### src/rtl/clk_trk_pkg.sv
package clk_trk_pkg;

    // Direction of one code step; the encoding equals the lateness bit.
    typedef enum logic {
        STEP_UP   = 1'b0,
        STEP_DOWN = 1'b1
    } step_dir_e;

    function automatic int unsigned sync_depth(input int unsigned requested);
        return (requested < 2) ? 2 : requested;
    endfunction

endpackage

### src/rtl/trk_probe.sv
// Toggle source, lateness normalization and the timing checker flop.
module trk_probe (
    input  logic clk,
    input  logic rst,
    input  logic delayed_in,
    output logic test_out,
    output logic sample_out
);
    typedef struct packed {
        logic toggle;
        logic check;
    } probe_state_t;

    probe_state_t state_d, state_q;

    always_comb begin
        state_d        = state_q;
        state_d.toggle = ~state_q.toggle;
        // Equal levels: the edge arrived in time. Different: still the old phase.
        state_d.check  = delayed_in ^ state_q.toggle;
    end

    always_ff @(posedge clk) begin
        if (rst) begin
            state_q <= '0;
        end else begin
            state_q <= state_d;
        end
    end

    assign test_out   = state_q.toggle;
    assign sample_out = state_q.check;
endmodule

### src/rtl/trk_sync.sv
// Synchronizer chain behind the near-metastable checker flop.
module trk_sync #(
    parameter int unsigned STAGES = 2
) (
    input  logic clk,
    input  logic rst,
    input  logic din,
    output logic dout
);
    typedef struct packed {
        logic [STAGES-1:0] chain;
    } sync_state_t;

    sync_state_t state_d, state_q;

    always_comb begin
        state_d.chain[0] = din;
        for (int i = 1; i < int'(STAGES); i++) begin
            state_d.chain[i] = state_q.chain[i-1];
        end
    end

    always_ff @(posedge clk) begin
        if (rst) begin
            state_q <= '0;
        end else begin
            state_q <= state_d;
        end
    end

    assign dout = state_q.chain[STAGES-1];
endmodule

### src/rtl/trk_stepper.sv
// Paced saturating up/down code counter.
module trk_stepper
    import clk_trk_pkg::*;
#(
    parameter int unsigned CODE_W    = 8,
    parameter int unsigned SAFE_CODE = 16,
    parameter int unsigned STEP_GAP  = 4
) (
    input  logic              clk,
    input  logic              rst,
    input  logic              en,
    input  step_dir_e         dir,
    output logic [CODE_W-1:0] code,
    output logic              fire
);
    localparam int unsigned TIMER_W  = (STEP_GAP > 1) ? $clog2(STEP_GAP) : 1;
    localparam logic [TIMER_W-1:0] TIMER_END = TIMER_W'(STEP_GAP - 1);
    localparam logic [CODE_W-1:0]  CODE_MAX  = {CODE_W{1'b1}};
    localparam logic [CODE_W-1:0]  CODE_INIT = CODE_W'(SAFE_CODE);

    typedef struct packed {
        logic [TIMER_W-1:0] timer;
        logic [CODE_W-1:0]  code;
    } step_state_t;

    step_state_t state_d, state_q;
    logic        tick;

    always_comb begin
        state_d = state_q;
        tick    = (state_q.timer == TIMER_END);
        fire    = tick & en;

        state_d.timer = tick ? '0 : state_q.timer + 1'b1;

        if (fire) begin
            if (dir == STEP_DOWN) begin
                if (state_q.code != '0) begin
                    state_d.code = state_q.code - 1'b1;
                end
            end else begin
                if (state_q.code != CODE_MAX) begin
                    state_d.code = state_q.code + 1'b1;
                end
            end
        end
    end

    always_ff @(posedge clk) begin
        if (rst) begin
            state_q.timer <= '0;
            state_q.code  <= CODE_INIT;
        end else begin
            state_q <= state_d;
        end
    end

    assign code = state_q.code;
endmodule

### src/rtl/trk_lock.sv
// Counts back-to-back direction reversals of applied steps.
module trk_lock
    import clk_trk_pkg::*;
#(
    parameter int unsigned LOCK_COUNT = 8
) (
    input  logic      clk,
    input  logic      rst,
    input  logic      fire,
    input  step_dir_e dir,
    output logic      locked
);
    localparam int unsigned CNT_W = $clog2(LOCK_COUNT + 1);
    localparam logic [CNT_W-1:0] CNT_TOP = CNT_W'(LOCK_COUNT);

    typedef struct packed {
        logic             seen;
        step_dir_e        last;
        logic [CNT_W-1:0] reversals;
    } lock_state_t;

    lock_state_t state_d, state_q;

    always_comb begin
        state_d = state_q;
        if (fire) begin
            state_d.seen = 1'b1;
            state_d.last = dir;
            if (state_q.seen && (dir != state_q.last)) begin
                if (state_q.reversals != CNT_TOP) begin
                    state_d.reversals = state_q.reversals + 1'b1;
                end
            end else begin
                state_d.reversals = '0;
            end
        end
    end

    always_ff @(posedge clk) begin
        if (rst) begin
            state_q.seen      <= 1'b0;
            state_q.last      <= STEP_UP;
            state_q.reversals <= '0;
        end else begin
            state_q <= state_d;
        end
    end

    assign locked = (state_q.reversals == CNT_TOP);
endmodule

### src/rtl/adaptive_clk_tracker.sv
module adaptive_clk_tracker
    import clk_trk_pkg::*;
#(
    parameter int unsigned CODE_W      = 8,
    parameter int unsigned SAFE_CODE   = 16,
    parameter int unsigned SYNC_STAGES = 2,
    parameter int unsigned LOCK_COUNT  = 8
) (
    input  logic              clk,
    input  logic              rst,
    input  logic              en,
    input  logic              delayed_in,
    output logic              test_out,
    output logic [CODE_W-1:0] dac_code,
    output logic              locked
);
    localparam int unsigned SYNC_USED = sync_depth(SYNC_STAGES);
    // Checker flop + synchronizer + one cycle of code settling in the loop.
    localparam int unsigned STEP_GAP  = SYNC_USED + 2;

    logic      late_raw;
    logic      late_sync;
    logic      step_fire;
    step_dir_e step_dir;

    trk_probe i_probe (
        .clk        (clk),
        .rst        (rst),
        .delayed_in (delayed_in),
        .test_out   (test_out),
        .sample_out (late_raw)
    );

    trk_sync #(
        .STAGES (SYNC_USED)
    ) i_sync (
        .clk  (clk),
        .rst  (rst),
        .din  (late_raw),
        .dout (late_sync)
    );

    assign step_dir = step_dir_e'(late_sync);

    trk_stepper #(
        .CODE_W    (CODE_W),
        .SAFE_CODE (SAFE_CODE),
        .STEP_GAP  (STEP_GAP)
    ) i_stepper (
        .clk  (clk),
        .rst  (rst),
        .en   (en),
        .dir  (step_dir),
        .code (dac_code),
        .fire (step_fire)
    );

    trk_lock #(
        .LOCK_COUNT (LOCK_COUNT)
    ) i_lock (
        .clk    (clk),
        .rst    (rst),
        .fire   (step_fire),
        .dir    (step_dir),
        .locked (locked)
    );
endmodule

### config.mk
export PLATFORM = sky130hd
export DESIGN_NAME = adaptive_clk_tracker
export DESIGN_NICKNAME = d
export VERILOG_FILES = /design/src/rtl/clk_trk_pkg.sv /design/src/rtl/trk_probe.sv /design/src/rtl/trk_sync.sv /design/src/rtl/trk_stepper.sv /design/src/rtl/trk_lock.sv /design/src/rtl/adaptive_clk_tracker.sv
export SDC_FILE = /design/constraint.sdc
export NUM_CORES = 1
export LEC_CHECK = 0
export ABC_AREA = 1
export BUFFER_PORTS_ARGS = -buffer_cell sky130_fd_sc_hd__buf_2
export CAP_MARGIN = 20
export CORE_UTILIZATION = 40
export CTS_CLUSTER_SIZE = 14
export DETAILED_ROUTE_END_ITERATION = 10
export SETUP_SLACK_MARGIN = 0.4
export SYNTH_ARGS = -nofsm -noshare
export SYNTH_HDL_FRONTEND = slang
export SYNTH_SLANG_ARGS = --single-unit
### constraint.sdc
create_clock -name clk -period 3 [get_ports clk]
set_input_delay 0.6 -clock clk [delete_from_list [all_inputs] [get_ports clk]]
set_output_delay 0.6 -clock clk [all_outputs]
set_load 0.02 [all_outputs]
# Word-level counts from Yosys, hierarchy flattened
# Index checks and enable logic that the tools add are counted.
[totals]
out_inout_bits = 10
word_cells = 33
regBits = 20
in_bits = 4
[op_classes]
n_addsub = 4
n_eq_ne = 7
n_mux = 5
n_bitwise = 3
reduce_logical = 6
[op_table]
columns = ["cell", "n"]
rows = [
  ["2-to-1 mux 8 bit", 3],
  ["adder 8 x 1 -> 8 bit, second input constant", 1],
  ["2-to-1 mux 4 bit", 2],
  ["inequality test 8 bit, second input constant", 1],
  ["nonzero test 8 bit", 1],
  ["subtractor 8 x 1 -> 8 bit, second input constant", 1],
  ["adder 4 x 1 -> 4 bit, second input constant", 1],
  ["== test 4 bit, second input constant", 1],
  ["inequality test 4 bit, second input constant", 1],
  ["AND reduction 3 bit", 1],
  ["adder 2 x 1 -> 2 bit, second input constant", 1],
  ["== test 2 bit, second input constant", 1],
  ["inequality test 2 x 1 -> 1 bit, second input constant", 1],
  ["inequality test 2 bit, second input constant", 1],
  ["AND reduction 2 bit", 1],
  ["nonzero test 2 bit", 1],
  ["OR reduction 2 bit", 1],
  ["bitwise AND 1 bit", 1],
  ["logical AND 1 bit", 1],
  ["inequality test 1 bit", 1],
  ["NOT 1 bit", 1],
  ["bitwise XOR 1 bit", 1],
]

# Logic depth before layout (Yosys ltp)
# Gate-level depths: netlist of the first run.
[depth]
word_depth = 4
ltp_mapped = 9
mapped_depth_nobuf = 9

# Cells and area by module
# From an unflattened synthesis of the first run, not the netlist that was laid out.
[unflattened]
hier_cells = 206
area_unflattened_um2 = 1363.8
[by_module_without_submodules]
columns = ["mod", "seq_area_each_um2", "instances", "area_each_um2", "cells_each"]
rows = [
  ["trk_stepper", 200.2, 1, 888.4, 137],
  ["trk_lock", 120.1, 1, 357.8, 55],
  ["trk_probe", 40.0, 1, 62.6, 8],
  ["trk_sync", 40.0, 1, 55.1, 6],
]

# Worst setup path after synthesis of the first run
# Ideal clock, no wire load.
[synth_timing]
path_type = "register to register"
start = "register i_sync.state_q[1] (netlist name)"
end = "register, netlist name i_stepper.code[7]"
t_arrival_ns = 1.463
synth_period_minus_slack_ns = 1.574
setup_time_ns = 0.112
path_stages_with_launch = 9
required_ns = 2.888
setup_slack_ns = 1.426
n_path_buf = 0
path_cell_list = "dfxtp_1 > ha_1 > or2_2 > nand3_1 > nand2_1 > nand2_1 > nand2_1 > nor2_1 > nor2_1"
[synth_via]
elab_chain_len = 2
word_cells_on_any_way = 4
cone_classes = "eq/ne (1); mux (1); reduce/logical (2)"
[synth_lines]
columns = ["item", "line_no", "text"]
rows = [
  ["from (decl)", "trk_sync.sv:14", "sync_state_t state_d, state_q;"],
  ["from (signal assigned)", "trk_sync.sv:27", "state_q <= state_d;"],
  ["inequality test 2 x 1 -> 1 bit (no source line) / nonzero test 2 bit (equally long branches)", "--", ""],
  ["AND reduction 3 bit (no source line)", "--", ""],
]
# Several ways; a longest one is shown, not always the timed one.
# A chain may end at the register's enable or synchronous reset.

# Worst setup path in the final report of the first run
[layout_timing]
start = "register i_lock.state_q[0] (netlist name)"
end = "output port locked"
[layout_via]
elab_chain_len = 1
[layout_lines]
columns = ["item", "line_no", "text"]
rows = [
  ["from (decl)", "trk_lock.sv:22", "lock_state_t state_d, state_q;"],
  ["from (signal assigned)", "trk_lock.sv:45", "state_q <= state_d;"],
  ["== test 4 bit", "trk_lock.sv:49", "assign locked = (state_q.reversals == CNT_TOP);"],
  ["to (decl)", "adaptive_clk_tracker.sv:15", "output logic locked"],
]
# Every way passes these cells.

==> results.md, run 1 <==
Status:
- The run finished with clean final reports.

STA:
- For the final database, setup skew stands at about 0.0042 ns.
- Derived from the worst setup path, the maximum achievable clock frequency is between 500 and 600 MHz.
- The max-slew violation total from the final report is 0.
- The count of final hold-check violations came to 0.
- The part of the cycle the worst path needs is about 62%.
- At the pin with the least slew margin, the transition time is roughly 0.42 ns.
- Setup repair after global routing left no endpoint under its margin.
- The final setup violation count is 0.
- Measured against its own limit, the worst slew margin works out to 72.2%.
- The worst hold slack is 0.409 ns.
- The clock period minus final worst setup slack is 1.87 ns.
- The post-route worst setup slack is about 1.1 ns.
- Summed over all failing endpoints, the final setup total negative slack is 0 ns.

CTS:
- Clock tree synthesis inserted a total of 3 buffers.
- The maximum clock insertion buffer count is 2.
- The clock-pin transition on the worst setup and hold timing paths is between 0.1 and 0.15 ns.
- The clock reaches the later pin of the worst-skew pair after 0.30 ns.
- In this run the number of H-tree levels came out at 1.
- The clock net in this run drives a total of 20 sinks.
- The quantity of gates resized following cts is 0.
- TritonCTS built the clock tree.
- The number of hold buffers added after CTS is 0.
- The post-CTS setup repair buffer count is 0.
- The CTS root buffer is sky130_fd_sc_hd__clkbuf_4.

Place:
- The minimum setup slack after placement is 1.26 ns.
- During placement, the flow inserted port buffers numbering 13.
- Detailed placement finished with a half-perimeter wire length of ~2000 um.
- The placed instances occupy a cell area of about 1400 um^2.
- The weighted congestion at the end of routability-driven global placement is 0.793.

Worst setup path:
- The critical path goes through inv_1 -> ha_1 -> nand3_1 -> inv_1 -> buf_2.
- Of all nets on the critical path, the largest fanout is 4.
- The most frequent cell on the critical path is sky130_fd_sc_hd__inv_1.
- The worst setup path is launched from a flop.
- The slowest stage of the critical path is the sky130_fd_sc_hd__dfxtp_1 cell.
- On the worst path, the slowest cell contributes a delay of ~0.40 ns.
- The worst path required time is about 2.4 ns.
- Data on the critical path arrives at its endpoint at 1.27 ns.
- The critical path in this run is classified as reg -> out.
- The worst setup path is captured at an output pin.

Die:
- The die is between 60 and 70 um tall.
- The floorplan has 20 rows.
- The floorplan die width is between 60 and 70 um.
- The initial utilization of the core area, before any placement, comes to 43.2%.
- The top-level port count is 14.
- The area of the core region is 3130 um^2.
- The die covers 3620 um^2.

Global route:
- The first global-routing pass estimated ~4200 um of wire.
- In this run the most used layer during global routing was met2.
- Global routing finished with a remaining overflow of 0.
- For this run, global-route usage on met1 was measured as 21.0%.
- In the global route stage, met3 resource usage came out at under 10%.
- The pin count of the biggest net entering global routing is 13.
- For this run, global-route usage on met2 was measured as between 20% and 30%.
- The combined global-route utilization of all metal layers is about 16%.
- The via count of the first global-routing pass is a little under 1000.
- The number of antenna violations at the first check in global routing is 0.

Final layout:
- The most common cell after layout, fill and taps aside is sky130_fd_sc_hd__nand2_1.
- In the layout the commonest cells are 54 x sky130_fd_sc_hd__nand2_1, 35 x sky130_fd_sc_hd__inv_1, 30 x sky130_fd_sc_hd__nor2_1.
- The share of the core filled with cells in the final layout is 46.3%.
- Once layout is done, the placed cells without fillers occupy around 1400 um^2.
- After the last flow step, the layout net total stands at 231.
- The number of antenna diodes in the final layout is 0.
- The layout overhead on the synthesized area is 7.12%.
- Cells with a size suffix above 1 make up roughly 14% of the layout.

Worst hold path:
- The path class of the tightest hold or removal check is reg -> reg.

Logic synthesis:
- Summing every instance area after synthesis gives between 1000 and 1500 um^2.
- The sequential element share of the synthesized area is slightly below 30%.
- The flip-flop and latch count after synthesis is 20.
- The net count after synthesis is 223.
- The number of different library cells used by synthesis comes to 24.
- The average size of a mapped cell is approximately 6.5 um^2.
- The number of standard cells after synthesis is 209.
- Yosys printed 0 warnings.

Routing:
- The total wire length is 2590 um.
- The number of antenna-violating nets in the routed design is 0.
- The number of search-and-repair iterations in the first detailed-routing pass is 4.
- The first routing iteration left 39 violations.
- After detailed routing, the number of remaining DRC violations is 0.
- The via total after detailed routing is between 1000 and 1500.
- The detailed-route vias per instance is ~4.5.
- In the final routed layout, each cell accounts on average for 9.97 um.

Run:
- Across the run, the number of max-cap violations was 0.

Power and ir drop:
- Dividing total power by cell area gives a power density of around 420 nW/um^2.
- IR analysis of the VDD net gives a maximum drop of about 0.00021 V.
- In this run the static leakage power is about 0.8 nW.
==> registers in the layout (all words and copies together) (netlist names) <==
name,flops
i_lock.state_q,6
i_probe.sample_out,1
i_probe.test_out,1
i_stepper.code,8
i_stepper.state_q,2
i_sync.state_q,2
==> routing by layer <==
metal  vias to the layer above  share of wire (%)  wire length [um]
met5                         -                  0                 0
met4                         0               0.73                19
met3                         2                2.3                60
met2                        17                 44              1140
met1                       512                 53              1370
li1                        642                  -                 -
==> final timing paths <==
kind / start / end / slack, ns / cells after the start
setup reg to reg: i_sync.state_q[1]$_SDFF_PP0_ / i_stepper.code[7]$_SDFFE_PP0P_ / 1.26 / 8
hold reg to reg: i_probe.sample_out$_SDFF_PP0_ / i_sync.state_q[0]$_SDFF_PP0_ / 0.41 / 2
setup / recovery: i_lock.state_q[0]$_SDFFE_PP0P_ / locked / 1.13 / 5
hold / removal: i_probe.sample_out$_SDFF_PP0_ / i_sync.state_q[0]$_SDFF_PP0_ / 0.41 / 2
==> area by class of cell <==
cell class,instances,area [um^2]
Timing Repair Buffer,13,65.1
Multi-Input combinational cell,141,733
Clock buffer,3,22.5
Sequential cell,20,400
Fill cell,340,1680
Inverter,38,143
Clock inverter,1,30.0
Tap cell,44,55.1
==> metrics by stage <==
| step | power [mW] | std cells |
|---|---|---|
| after global placement | 0.385 | 256 |
| after global routing | 0.634 | 260 |
| after detailed placement | 0.386 | 256 |
| after CTS | 0.613 | 260 |
| after floorplan | 0.371 | 209 |
| final | 0.604 | 260 |
==> critical path, delay by kind of cell (launching register included) <==
family	cells	cell delay, ns
simple gates	1	0.10
buf+inv	3	0.26
flops	1	0.40
fa+ha+maj	1	0.20
==> cells by family after synthesis <==
| family | count (synthesis) | share of synthesized area [%] |
|---|---|---|
| and+or+nand+nor | 117 | 37.8 |
| buffers and inverters | 48 | 16.2 |
| DFF | 20 | 29.6 |
| adders and majority gates | 10 | 9.81 |
| AOI/OAI and AO/OA | 9 | 3.33 |
| xor gates and xnor gates | 5 | 3.24 |
==> power breakdown <==
part / switching, mW / leakage, nW / total [mW] / internal [mW]
logic: 0.0534 / 0.609 / 0.0861 / 0.0327
clock network: 0.0889 / 0.0279 / 0.224 / 0.135
registers: 0.0138 / 0.163 / 0.294 / 0.280
==> cell usage after synthesis <==
master / number / area [um^2]
sky130_fd_sc_hd__nand3b_1: 1 / 7.51
sky130_fd_sc_hd__buf_4: 8 / 60.1
sky130_fd_sc_hd__xor2_1: 3 / 26.3
sky130_fd_sc_hd__nand2_1: 54 / 203
sky130_fd_sc_hd__dfxtp_1: 20 / 400
sky130_fd_sc_hd__nand3_1: 17 / 85.1
sky130_fd_sc_hd__or2_2: 1 / 6.26
sky130_fd_sc_hd__nand4_1: 1 / 6.26
sky130_fd_sc_hd__o21ai_0: 3 / 15.0
sky130_fd_sc_hd__fa_1: 1 / 20.0
sky130_fd_sc_hd__clkinv_1: 1 / 3.75
sky130_fd_sc_hd__xnor2_1: 2 / 17.5
sky130_fd_sc_hd__inv_2: 2 / 7.51
sky130_fd_sc_hd__nor2_1: 30 / 113
sky130_fd_sc_hd__nand3_2: 3 / 30.0
sky130_fd_sc_hd__a21oi_1: 6 / 30.0
sky130_fd_sc_hd__inv_1: 35 / 131
sky130_fd_sc_hd__nor2_2: 3 / 18.8
sky130_fd_sc_hd__nor3b_1: 1 / 7.51
sky130_fd_sc_hd__buf_6: 1 / 11.3
sky130_fd_sc_hd__buf_2: 1 / 5.00
sky130_fd_sc_hd__ha_1: 9 / 113
sky130_fd_sc_hd__nor3_1: 2 / 10.0
sky130_fd_sc_hd__nand2_2: 4 / 25.0
No activity file was read; power rests on OpenSTA's default activity.
==> run 2, diff against run 1 <==
==> constraint.sdc (replaced) <==
create_clock -name clk -period 1.6 [get_ports clk]
set_input_delay 0.32 -clock clk [delete_from_list [all_inputs] [get_ports clk]]
set_output_delay 0.32 -clock clk [all_outputs]
set_load 0.02 [all_outputs]
==> run 2 against run 1 <==
  * Sequential power grew 86%
  * Die area is the same
  * Worst setup slack lost 0.99 ns
  * Combinational power grew to 2.6 times the previous value
  * Worst hold slack lost 0.15 ns
  * Sequential share of layout area shrank 2.8 points
  * Wire length grew 13%
  * Clock power grew 13%
==> results.md, run 2 (synthesis results as in run 1) <==
Status:
- The run finished with clean final reports.

CTS:
- The number of buffers added by the clock tree synthesis step came to 3 (unchanged).
- The H-tree depth reported by CTS is 1 (unchanged).
- The clock-pin transition on the worst setup and hold timing paths is 0.11 ns (about the same).
- The CTS root buffer is sky130_fd_sc_hd__clkbuf_4.
- The clock sink total is 20 (unchanged).
- The maximum clock insertion buffer count is 2 (unchanged).
- TritonCTS built the clock tree.
- The clock latency on the worst-skew pair is 0.30 ns (about the same).

Place:
- The number of I/O port buffers is 13 (unchanged).
- The detailed-placement wirelength estimate is 2000 um (-0.26%).
- The weighted congestion at the end of routability-driven global placement is 0.869 (+9.6%).

Final layout:
- The fraction of layout cells with a size suffix above 1 is 34.8% (+21 points).
- The largest registers in the layout are i_stepper.code x8, i_lock.state_q x6.
- The register containing the most flip-flops in the final layout is i_stepper.code.
- The flip-flop count of the largest register, all copies and words added was 8 (unchanged).
- The net total in the final layout came to 242 (+4.8%).
- The share of the core filled with cells in the final layout was 55.5% (+9.2 points).
- The layout overhead on the synthesized area is 28.4%.
- The antenna diode count is 0 (unchanged).
- The most common cell after layout, fill and taps aside is sky130_fd_sc_hd__nand2_1.
- The number of fillers in the final layout is 301 (-11%).
- In the layout the commonest cells are 49 x sky130_fd_sc_hd__nand2_1, 28 x sky130_fd_sc_hd__inv_1, 28 x sky130_fd_sc_hd__nor2_1.

Worst setup path:
- The delay of the slowest cell on the worst path is 0.42 ns (+0.02 ns).
- The kind of end point of the critical path is a flop.
- The number of cells on the worst reg-to-reg path is 9 (+1).
- The total number of cells along the worst setup path is 9 (+4).
- The count of buffer and inverter cells on the critical path is 1 (-2).
- The worst path required time is 1.81 ns (-0.59 ns).
- The data arrival time of the critical path came to 1.67 ns (+0.40 ns).
- The worst setup path is of the reg -> reg kind.
- The critical path goes through buf_6 -> ha_4 -> nand2_4 -> nor2_2 -> nand3_2 -> nand3_2 -> nand2_1 -> nor2_1 -> nor2_1.
- The kind of cell with the highest combined delay along the critical path is simple AND/OR/NAND/NOR gates.
- The element type at the critical path start is a flop.
- The highest-delay cell along the critical path is sky130_fd_sc_hd__dfxtp_4.
- The maximum fanout along the worst path is 7 (+3).

Routing:
- The number of search-and-repair iterations in the first detailed-routing pass is 4 (unchanged).
- The wire length per cell after detailed routing is 10.8 um (+8.0%).
- The via total after detailed routing came to 1234 (+5.2%).
- The number of antenna-violating nets in the routed design is 0 (unchanged).
- The total DRC errors in the routed layout is 0 (unchanged).
- The total wire length was 2920 um (+13%).
- The detailed-route vias per instance was 4.55 (+0.93%).
- The initial detailed-routing violation count was 43 (+10%).

Power and ir drop:
- The leakage component of the power is 0.855 nW (+6.8%).
- The worst IR drop on VDD is 0.000446 V (+110%).
- The power per unit of standard cell area is 592 nW/um^2 (+42%).

STA:
- The part of the cycle the worst path needs is 91.2%.
- The final setup violation count came to 0 (unchanged).
- The slew at the pin with the worst max-slew slack is 0.295 ns (-0.122 ns).
- The clock period minus final worst setup slack is 1.46 ns.
- Setup repair after global routing could not meet its margin everywhere.
- The final worst clock skew is 0.00120 ns (-0.00301 ns).
- The total negative slack for setup checks is 0 ns (unchanged).
- The max-slew violation total from the final report is 0 (unchanged).
- The count of final hold-check violations is 0 (unchanged).
- The relative max-transition margin is 80.2% (+8.0 points).
- Based on the critical path, the design can be clocked at up to 685 MHz.

Die:
- The placement row count is 20 (unchanged).
- The full die area is 3620 um^2 (unchanged).
- The area of the core region is 3130 um^2 (unchanged).
- The starting utilization of the core area is 43.2% (unchanged).
- The floorplan die height is 60.2 um (unchanged).
- The top-level port count is 14 (unchanged).
- The floorplan die width came to 60.2 um (unchanged).

Global route:
- The pin count of the biggest net entering global routing is 12 (-1).
- The combined global-route utilization of all metal layers is 18.2% (+2.5 points).
- The number of antenna violations at the first check in global routing is 0 (unchanged).
- The global route total overflow is 0 (unchanged).
- The via count of the first global-routing pass was 1099 (+14%).
- The first-pass GRT wire length is 4910 um (+18%).

Run:
- The count of max-cap constraint violations was 0 (unchanged).

Worst hold path:
- The path class of the lowest-slack min-delay path is in -> reg.
- The worst hold path stage count came to 3 (+1).
[run 2: cell count changes in the layout (fill, tap and decap cells not counted), sizes merged]
cell / before / now
buf: 13 / 23
bufinv: 1 / 0
clkbuf: 3 / 4
nand3: 20 / 21
[run 2: metrics by stage]
step                      instance area (um^2)  worst slack [ns]  instances  hold slack (ns)  power [mW]
after detailed placement                  1440             0.104        257            0.385       0.731
after floorplan                           1390             0.262        209            0.379       0.701
after CTS                                 1650             0.181        270            0.255        1.01
after global routing                      1740            0.0616        271            0.248        1.09
after global placement                    1440             0.138        257            0.385       0.731
final                                     1740             0.141        271            0.261        1.03
[run 2: final timing paths]
kind / startpoint / to / slack (ns)
max: i_sync.state_q[1]$_SDFF_PP0_ / i_stepper.code[7]$_SDFFE_PP0P_ / 0.14
min: delayed_in / i_probe.sample_out$_SDFF_PP0_ / 0.26
max reg2reg: i_sync.state_q[1]$_SDFF_PP0_ / i_stepper.code[7]$_SDFFE_PP0P_ / 0.14
min reg2reg: i_sync.state_q[0]$_SDFF_PP0_ / i_sync.state_q[1]$_SDFF_PP0_ / 0.40
[run 2: repair_timing]
item / 4_1_cts / 5_1_grt
endpoints found under the setup margin: 19 / 22
resized for setup: 36 / 20
pin swaps: 12 / 7
cloned: 1 / 0
hold buffers: 0 / 0
hold endpoints to repair: 0 / 0
setup buffers: 8 / 1
[run 2: report_power, final]
part / internal, mW / switching (mW)
sequential: 0.520 / 0.0275
clock: 0.0972 / 0.156
combinational: 0.102 / 0.125
total: 0.718 / 0.309
[run 2: cell type report]
type	instances	area (um^2)	area share, %
Inverter	38	148	8.50
Multi-Input combinational cell	142	906	52.2
Tap cell	44	55.1	3.17
Sequential cell	20	432	24.9
Clock buffer	4	26.3	1.51
Timing Repair Buffer	23	170	9.80
[run 2: worst reg2reg max path: cells and delay by family, from the launching register on]
family	cells	cell delay (ns)
AND/OR/NAND/NOR	7	0.51
flip-flops	1	0.42
adder cells (fa/ha/maj)	1	0.29
buffers and inverters	1	0.15
[run 2: metal layers]
metal,GRT usage (%),wire [um],up-vias
met5,0,0,-
met4,3.99,25,0
met3,4.76,98,2
met2,27.9,1320,18
met1,25.2,1480,543
li1,-,-,671
==> run 3, diff against run 2 <==
--- a/config.mk
+++ b/config.mk
@@ -8,9 +8,10 @@
 export ABC_AREA = 1
 export BUFFER_PORTS_ARGS = -buffer_cell sky130_fd_sc_hd__buf_2
 export CAP_MARGIN = 20
-export CORE_UTILIZATION = 40
-export CTS_CLUSTER_SIZE = 14
+export CORE_UTILIZATION = 52
+export CTS_CLUSTER_SIZE = 12
 export DETAILED_ROUTE_END_ITERATION = 10
+export PLACE_DENSITY = 0.75
 export SETUP_SLACK_MARGIN = 0.4
 export SYNTH_ARGS = -nofsm -noshare
 export SYNTH_HDL_FRONTEND = slang
==> run 3 against run 2 <==
  * Register-to-register slack worse by 0.05 ns
  * Sequential share of layout area decreased by 1.8 points
  * Clock-buffer cell count fell by 1
  * Sequential power barely moved
  * Clock skew rose by 0.00084 ns
  * Global-route usage increased by 7.6 points
  * Worst setup slack worse by 0.047 ns
  * First-iteration DRC count up 30%
  * Critical path depth rose by 1
  * Non-clock buffer count increased by 9
  * Via count increased by 12%
==> results.md, run 3 (synthesis results as in run 1) <==
Status:
- The run finished with clean final reports.

Final layout:
- The fraction of layout cells with a size suffix above 1 was 43.2% (+8.4 points).
- The count of non-filler cells in the finished layout came to 266 (-1.8%).
- The number of fillers in the final layout came to 164 (-46%).
- The library cell used most frequently in the layout, excluding fill and tap cells, is sky130_fd_sc_hd__nand2_1.
- The net total in the final layout is 251 (+3.7%).
- The antenna diode count is 0 (unchanged).
- The largest registers in the layout are i_stepper.code x8, i_lock.state_q x6.
- The layout overhead on the synthesized area is 40.6%.
- More flip-flops sit in one register than any other, and that register is i_stepper.code.
- The area taken by flip-flops and latches is 438 um^2 (+1.4%).
- The top cell types in the final layout, fill and taps aside, are 41 x sky130_fd_sc_hd__nand2_1, 27 x sky130_fd_sc_hd__inv_1, 25 x sky130_fd_sc_hd__nor2_1.
- The flip-flop count of the largest register, all copies and words added is 8 (unchanged).
- The multi-input combinational cell area is 948 um^2 (+4.7%).

STA:
- The clock period minus final worst setup slack is 1.51 ns (+0.0468 ns).
- The count of final hold-check violations is 0 (unchanged).
- The total negative slack for setup checks is 0 ns (unchanged).
- The maximum operating frequency is 664 MHz (-3.1%).
- The part of the cycle the worst path needs is 94.1% (+2.9 points).
- The max-slew violation total from the final report is 0 (unchanged).
- The relative max-transition margin is 80.4% (+0.16 points).
- The final setup violation count is 0 (unchanged).
- The final worst clock skew came to 0.00204 ns (+0.000842 ns).
- The slew at the pin with the worst max-slew slack is 0.293 ns (-0.00159 ns).
- Setup repair after global routing could not meet its margin everywhere.

CTS:
- The maximum clock insertion buffer count is 2 (unchanged).
- CTS placed an instance of sky130_fd_sc_hd__clkbuf_4 at the clock tree root.
- The H-tree depth reported by CTS came to 1 (unchanged).
- The clock latency on the worst-skew pair was 0.30 ns (about the same).
- The CTS tree is built.
- The number of buffers added by the clock tree synthesis step is 3 (unchanged).
- The clock-pin transition on the worst setup and hold timing paths is 0.11 ns (about the same).
- The clock sink total was 20 (unchanged).

Power and ir drop:
- The switching power share of the total is 26.9% (-3.2 points).
- The sequential power share is 44.8% (-8.5 points).
- The power per unit of standard cell area is 639 nW/um^2 (+8.0%).
- The total net switching power is 327 uW (+5.7%).
- The part of the power in combinational logic is 21.8% (-0.3 points).
- The fraction of power consumed by the clock network is 33.5% (+8.8 points).
- The leakage component of the power is 0.921 nW (+7.7%).
- The design internal power came to 888 uW (+24%).
- The worst IR drop on VDD is 0.000884 V (+98%).

Routing:
- The number of antenna-violating nets in the routed design is 0 (unchanged).
- The initial detailed-routing violation count was 56 (+30%).
- The total DRC errors in the routed layout is 0 (unchanged).
- The wire length per cell after detailed routing is 13.5 um (+26%).
- The number of search-and-repair iterations in the first detailed-routing pass came to 6 (+2).
- The detailed-route vias per instance came to 5.21 (+15%).
- The total wire length was 3590 um (+23%).
- The via total after detailed routing came to 1387 (+12%).

Worst hold path:
- The path class of the lowest-slack min-delay path is in -> reg.

Worst setup path:
- The type of the setup path with the least slack is reg -> reg.
- The worst path required time is 1.84 ns (+0.03 ns).
- The data arrival time of the critical path is 1.74 ns (+0.07 ns).
- The maximum fanout along the worst path is 5 (-2).
- The element type at the critical path start is a flop.
- The kind of end point of the critical path is a flop.

Global route:
- The combined global-route utilization of all metal layers is 25.8% (+7.6 points).
- The first-pass GRT wire length is 5300 um (+8.0%).
- The global route total overflow was 0 (unchanged).
- The pin count of the biggest net entering global routing is 13 (+1).
- The number of antenna violations at the first check in global routing was 0 (unchanged).
- The via count of the first global-routing pass came to 1236 (+12%).

Place:
- The cell count after placement is 243 (-5.4%).
- The weighted congestion at the end of routability-driven global placement was 0.862 (-0.81%).
- The number of I/O port buffers was 13 (unchanged).
- The detailed-placement wirelength estimate is 1930 um (-3.5%).

Die:
- The floorplan die width was 53 um (-12%).
- The floorplan die height is 53 um (-12%).
- The placement row count is 18 (-10%).
- The area of the core region was 2480 um^2 (-21%).
- The top-level port count is 14 (unchanged).
- The full die area is 2810 um^2 (-22%).
- The starting utilization of the core area is 54.6% (+11 points).

Run:
- The count of max-cap constraint violations is 0 (unchanged).
run 3: cell types whose count changed in the layout (fill, tap and decap cells not counted), sizes merged:
cell / previous run / this run
buf: 23 / 32
bufinv: 0 / 1
clkbuf: 4 / 3
run 3: metal layers:
| layer | up-vias | GRT usage [%] | share of wire [%] |
|---|---|---|---|
| met4 | 0 | 6.58 | 1.5 |
| met5 | - | 0 | 0 |
| met3 | 7 | 7.76 | 6.8 |
| li1 | 691 | - | - |
| met2 | 58 | 43.5 | 50 |
| met1 | 631 | 31.6 | 41 |
run 3: timing repair:
action,in CTS,in global routing
hold buffers,0,0
resized for setup,45,39
setup buffers,12,6
setup endpoints to repair,19,22
cloned,1,0
pin swaps,23,16
run 3: final cells by class:
type	instances	share of cell area, %
multi-input cells	142	49.9
well taps	30	1.97
clock inverters	1	1.58
flip-flops and latches	20	23.0
inverters	38	8.03
clock buffers	3	1.18
repair buffers	32	14.3
run 3: critical path, stage by stage (launching register included):
cell and delay, ns:
sky130_fd_sc_hd__dfxtp_4 0.41, sky130_fd_sc_hd__buf_6 0.14, sky130_fd_sc_hd__inv_6 0.04, sky130_fd_sc_hd__fa_2 0.35
sky130_fd_sc_hd__inv_2 0.09, sky130_fd_sc_hd__nand2_2 0.07, sky130_fd_sc_hd__nand2_1 0.08, sky130_fd_sc_hd__nand2_1 0.05
sky130_fd_sc_hd__nand2_1 0.05, sky130_fd_sc_hd__nand3_1 0.07, sky130_fd_sc_hd__nand3_1 0.09
run 3: final timing paths:
check	to	from	depth (start not counted)	slack [ns]
worst min-delay path	i_probe.sample_out$_SDFF_PP0_	delayed_in	3	0.26
worst min register to register	i_probe.test_out$_SDFF_PP0_	i_probe.test_out$_SDFF_PP0_	1	0.42
worst max-delay path	i_stepper.code[4]$_SDFFE_PP1P_	i_sync.state_q[1]$_SDFF_PP0_	10	0.09
worst max register to register	i_stepper.code[4]$_SDFFE_PP1P_	i_sync.state_q[1]$_SDFF_PP0_	10	0.09
run 3: per-stage QoR:
| stage | area, um^2 | util, % | hold WS [ns] | worst slack (ns) | power [mW] |
|---|---|---|---|---|---|
| after CTS | 1740 | 70.1 | 0.254 | 0.157 | 1.18 |
| after floorplan | 1390 | - | 0.379 | 0.262 | 0.701 |
| after detailed placement | 1420 | 57.4 | 0.403 | 0.142 | 0.733 |
| final | 1900 | 76.8 | 0.258 | 0.0944 | 1.22 |
| after global placement | 1420 | 57.4 | 0.389 | 0.152 | 0.728 |
| after global routing | 1900 | 76.8 | 0.250 | -0.0170 | 1.28 |
run 3: power groups by stage:
stage               sequential (mW)  clock (mW)  combinational, mW
global placement              0.561           0              0.168
CTS                           0.548       0.412              0.223
global route                  0.547       0.442              0.289
detailed placement            0.562           0              0.171
finish                        0.544       0.407              0.264
floorplan                     0.558           0              0.143
